**config.mk**
```make
export PLATFORM = sky130hd
export DESIGN_NAME = interlock_mgr
export DESIGN_NICKNAME = d
export VERILOG_FILES = /design/src/rtl/interlock_mgr.sv
export SDC_FILE = /design/constraint.sdc
export NUM_CORES = 1
export LEC_CHECK = 0
export ABC_CLOCK_PERIOD_IN_PS = 1990
export BUFFER_PORTS_ARGS = -buffer_cell sky130_fd_sc_hd__clkbuf_2
export CAP_MARGIN = 20
export CORE_ASPECT_RATIO = 1.2
export CORE_MARGIN = 2
export CORE_UTILIZATION = 49
export DETAILED_ROUTE_END_ITERATION = 8
export GPL_ROUTABILITY_DRIVEN = 0
export PLACE_DENSITY = 0.76
export REMOVE_ABC_BUFFERS = 1
export SKIP_LAST_GASP = 1
export SLEW_MARGIN = 20
export SYNTH_ARGS = -nofsm -noshare
export SYNTH_HDL_FRONTEND = slang
export SYNTH_SLANG_ARGS = --single-unit
```
**constraint.sdc**
```tcl
create_clock -name clk -period 1.99 [get_ports clk]
set_clock_uncertainty 0.1 [all_clocks]
set_input_delay 0.0995 -clock clk [delete_from_list [all_inputs] [get_ports clk]]
set_output_delay 0.0995 -clock clk [all_outputs]
set_load 0.02 [all_outputs]
```
**src/rtl/interlock_mgr.sv**
```systemverilog
module interlock_mgr #(
  parameter int CNT_W = 16
) (
  input  logic             clk,
  input  logic             rst_n,
  input  logic             req_valid,
  input  logic [2:0]       req_cmd,
  output logic             req_accept,
  output logic             req_retry,
  input  logic [CNT_W-1:0] tmo_limit,
  input  logic             tmo_irq_en,
  input  logic             tmo_clr,
  output logic             lock_held,
  output logic             tmo_flag,
  output logic             proto_err,
  output logic             tmo_irq
);
  localparam logic [2:0] CMD_ILK_RD = 3'd3;
  localparam logic [2:0] CMD_UNLOCK = 3'd4;
  localparam logic [CNT_W-1:0] ONE = {{(CNT_W-1){1'b0}}, 1'b1};

  logic             lock_q;
  logic [CNT_W-1:0] hold_cnt;
  logic [CNT_W-1:0] eff_limit;
  logic             is_ilk, is_unl, take, expire;

  assign is_ilk    = req_valid && (req_cmd == CMD_ILK_RD);
  assign is_unl    = req_valid && (req_cmd == CMD_UNLOCK);
  assign take      = is_ilk && !lock_q;
  assign req_retry = is_ilk && lock_q;
  assign req_accept = req_valid && !req_retry;
  assign eff_limit = (tmo_limit == '0) ? ONE : tmo_limit;
  assign expire    = lock_q && (hold_cnt >= eff_limit);

  always_ff @(posedge clk) begin
    if (!rst_n) begin
      lock_q   <= 1'b0;
      hold_cnt <= '0;
      tmo_flag <= 1'b0;
      proto_err <= 1'b0;
    end else begin
      if (take) begin
        lock_q   <= 1'b1;
        hold_cnt <= ONE;
      end else if (is_unl) begin
        lock_q   <= 1'b0;
        hold_cnt <= '0;
      end else if (expire) begin
        lock_q   <= 1'b0;
        hold_cnt <= '0;
      end else if (lock_q) begin
        hold_cnt <= hold_cnt + ONE;
      end

      if (expire && !is_unl)
        tmo_flag <= 1'b1;
      else if (tmo_clr)
        tmo_flag <= 1'b0;

      if (is_unl && !lock_q)
        proto_err <= 1'b1;
    end
  end

  assign lock_held = lock_q;
  assign tmo_irq   = tmo_flag && tmo_irq_en;
endmodule


```
==> metrics.md <==
| Metric | Value |
|---|---|
| First-pass GRT wire length | 5500 um |
| Initial antenna violation count | 0 |
| Via count | 1416 |
| Die height | 62.8 um |
| Root Buffer | clkbuf_4 |
| Sequential area share after synthesis | 0.269 |
| Number of diodes | 0 |
| Die Width | 53.0 um |
| Setup TNS | -0.211 ns |
| Design Power | 0.735 mW |
| Crit share post-route | 1.01 |
| Violated checks | negative setup slack |
| Count of pins over their slew limit | 0 |
| Critical path endpoint category | register |
| TritonCTS Sinks | 19 |
| Switching Share | 0.274 |
| Antenna viol nets, final | 0 |
| Worst Path Max Fanout | 12 |
| Fraction of layout cells with a size suffix above 1 | 0.404 |
| Status | finished with violations |
| Clk buf depth | 2 |
| RSZ-0062 raised after global routing | true |
| Routed WL | 3300 um |
| Vias per cell | 5.26 |
| Seq cells post-synth | 19 |
| Post-Synthesis Cells | 175 |
| Pwr Density | 365 nW/um^2 |
| Syn Area/Cell | 8.08 sq um |
| Final hold vios | 0 |
| Slew at the pin closest to its max-slew limit | 0.507 ns |
| TritonCTS clock tree | built |
| Combinational Power Share | 0.200 |
| Synth warn | 0 |
| Clock power frac | 0.275 |
| WL/cell | 12.3 um |
| Row Count | 21 |
| Vias in the first global route | 1359 |
| Yosys cell types | 39 |
| Initial core utilization | 0.512 |
| Most frequent cells in the layout | 29 x clkbuf_2, 27 x buf_4, 22 x inv_1, 20 x nand2_1, 19 x nor2_1 |
| Clock input transition at the sequential cells of the worst setup and hold paths | 0.12 ns |
| Setup crit start kind | register |
| Die ar. | 3330 sq um |
| Critical path class | register to register |
| H-tree Lvls | 1 |
| Leak pwr | 0.912 nW |
| Remaining DRCs | 0 |
| # nets final | 277 |
| Post-CTS setup buffers | 0 |
| Critical path data required time | 2.10 ns |
| Final worst setup slack | -0.0245 ns |
| Peak supply drop | 0.000385 V |
| Seq pwr share | 0.525 |
| Worst slew margin | 0.662 |
| Synthesized area | 1410 sq um |
| Total Routing Usage GR | 0.214 |
| Largest net degree at the start of global routing | 16 |
| Cts bufs inserted | 3 |
| Clock Latency Late Sink | 0.30 ns |
| Most common cell after layout, fill and taps aside | clkbuf_2 |
| Total area of sequential cells | 392 sq um |
| Hold crit path type | primary input to register |
| Internal power consumption | 0.534 mW |
| Ports | 30 |
| Core area | 2760 sq um |
| CP Cell Sequence | ha_4, nand4_4, nor3_4, or4b_4, a31oi_4, buf_12, nor3b_1 |
| Global route total overflow | 0 |
| Starting DRC count in detailed routing | 24 |
| Finish-stage setup viols | 15 |
| Max cap viols | 0 |
| Critical path's slowest cell | or4b_4 |
| Max Clk Rate | 0.496 GHz |
| Port bufs | 29 |
| Finished Layout Cells | 269 |
| Multi-input logic area | 1080 sq um |
| CP peak stage delay | 0.50 ns |
| Final Critical Period | 2.01 ns |
| Sw Pwr | 0.201 mW |
| Worst Path Arrival | 2.12 ns |
| Fillcell total | 213 |
| Post-DP HPWL | 2490 um |
| Placed Cells | 264 |
| Area grow syn2layout | 42.5% |
| Pre-CTS setup slack | -0.362 ns |
| Drt pass-1 iters | 4 |
final timing paths:
kind	from	slack [ns]	endpoint	cells past startpoint
worst max-delay path	hold_cnt[13]	-0.02	hold_cnt[1]	7
worst min-delay path	req_valid	0.04	lock_held	3
worst max register to register	hold_cnt[13]	-0.02	hold_cnt[1]	7
worst min register to register	proto_err	0.38	proto_err	1
repair_timing:
item,in CTS,in global routing
pin swaps,6,4
hold buffers,1,0
hold endpoints to repair,1,0
gates resized for setup,24,4
endpoints found under the setup margin,16,18
worst max-delay path, delay by kind of cell (launching register included):
family                   cells  cell delay, ns
adder cells (fa/ha/maj)      1            0.27
AND/OR/NAND/NOR              4            0.82
flip-flops                   1            0.35
buffers and inverters        1            0.16
AO/OA/AOI/OAI                1            0.22
power groups by stage:
stage	Sequential, mW	Clock (mW)	Combinational [mW]
5_1_grt	0.386	0.225	0.163
3_3_place_gp	0.395	0	0.117
4_1_cts	0.386	0.205	0.140
3_5_place_dp	0.395	0	0.120
2_1_floorplan	0.399	0	0.0513
6_report	0.386	0.202	0.147
registers in the layout, indices dropped and copies added (netlist names):
signal / count
proto_err: 1
hold_cnt: 16
tmo_flag: 1
lock_held: 1
area by class of cell:
cell class / instances / share of cell area
multi-input cells: 131 / 0.535
flip-flops and latches: 19 / 0.194
repair buffers: 59 / 0.193
inverters: 22 / 0.0410
well taps: 34 / 0.0211
clock buffers: 3 / 0.0112
clock inverters: 1 / 0.00373
kinds of logic after synthesis:
family	after synthesis	share of synthesized area
buffers and inverters	25	0.0743
AOI/OAI and AO/OA	18	0.0982
and+or+nand+nor	81	0.314
xor gates and xnor gates	14	0.0867
adders and majority gates	17	0.150
DFF	19	0.269
muxes	1	0.00708
synth_stat cells (all sizes together):
library cell / number / area [sq um]
a31oi: 1 / 21.3
a41o: 2 / 20.0
mux2i: 1 / 10.0
a2111oi: 1 / 8.76
o21a: 2 / 15.0
nand4: 5 / 37.5
nor3: 6 / 35.0
or4: 1 / 11.3
o21ai: 2 / 10.0
a41oi: 1 / 8.76
inv: 22 / 82.6
nand2b: 1 / 6.26
and3b: 1 / 8.76
nor2b: 1 / 6.26
a21oi: 6 / 30.0
nand3: 9 / 50.1
nor2: 20 / 77.6
xor2: 2 / 17.5
and4: 1 / 8.76
nand2: 22 / 82.6
and2: 1 / 6.26
o32ai: 1 / 8.76
nor3b: 6 / 55.1
or4b: 2 / 27.5
and3: 1 / 6.26
buf: 2 / 18.8
nor4: 4 / 25.0
clkbuf: 1 / 3.75
dfxtp: 19 / 380
o311a: 1 / 10.0
o22ai: 1 / 6.26
xnor2: 12 / 105
ha: 17 / 213
per-layer routing:
layer  part of all wire  vias to the layer above  global-route usage
li1                   -                      727                   -
met1               0.44                      641               0.270
met2               0.51                       39               0.372
met3              0.038                        9              0.0335
met4              0.014                        0              0.0449
met5                  0                        -                   0
stage by stage:
stage / hold WS [ns] / util / cell area, sq um
6_report: 0.0401 / 0.730 / 2010
5_1_grt: 0.0598 / 0.730 / 2010
4_1_cts: 0.0403 / 0.725 / 2000
3_5_place_dp: 0.291 / 0.656 / 1810
3_3_place_gp: 0.286 / 0.656 / 1810
2_1_floorplan: 0.117 / - / 1390
No activity file was read; power rests on OpenSTA's default activity.
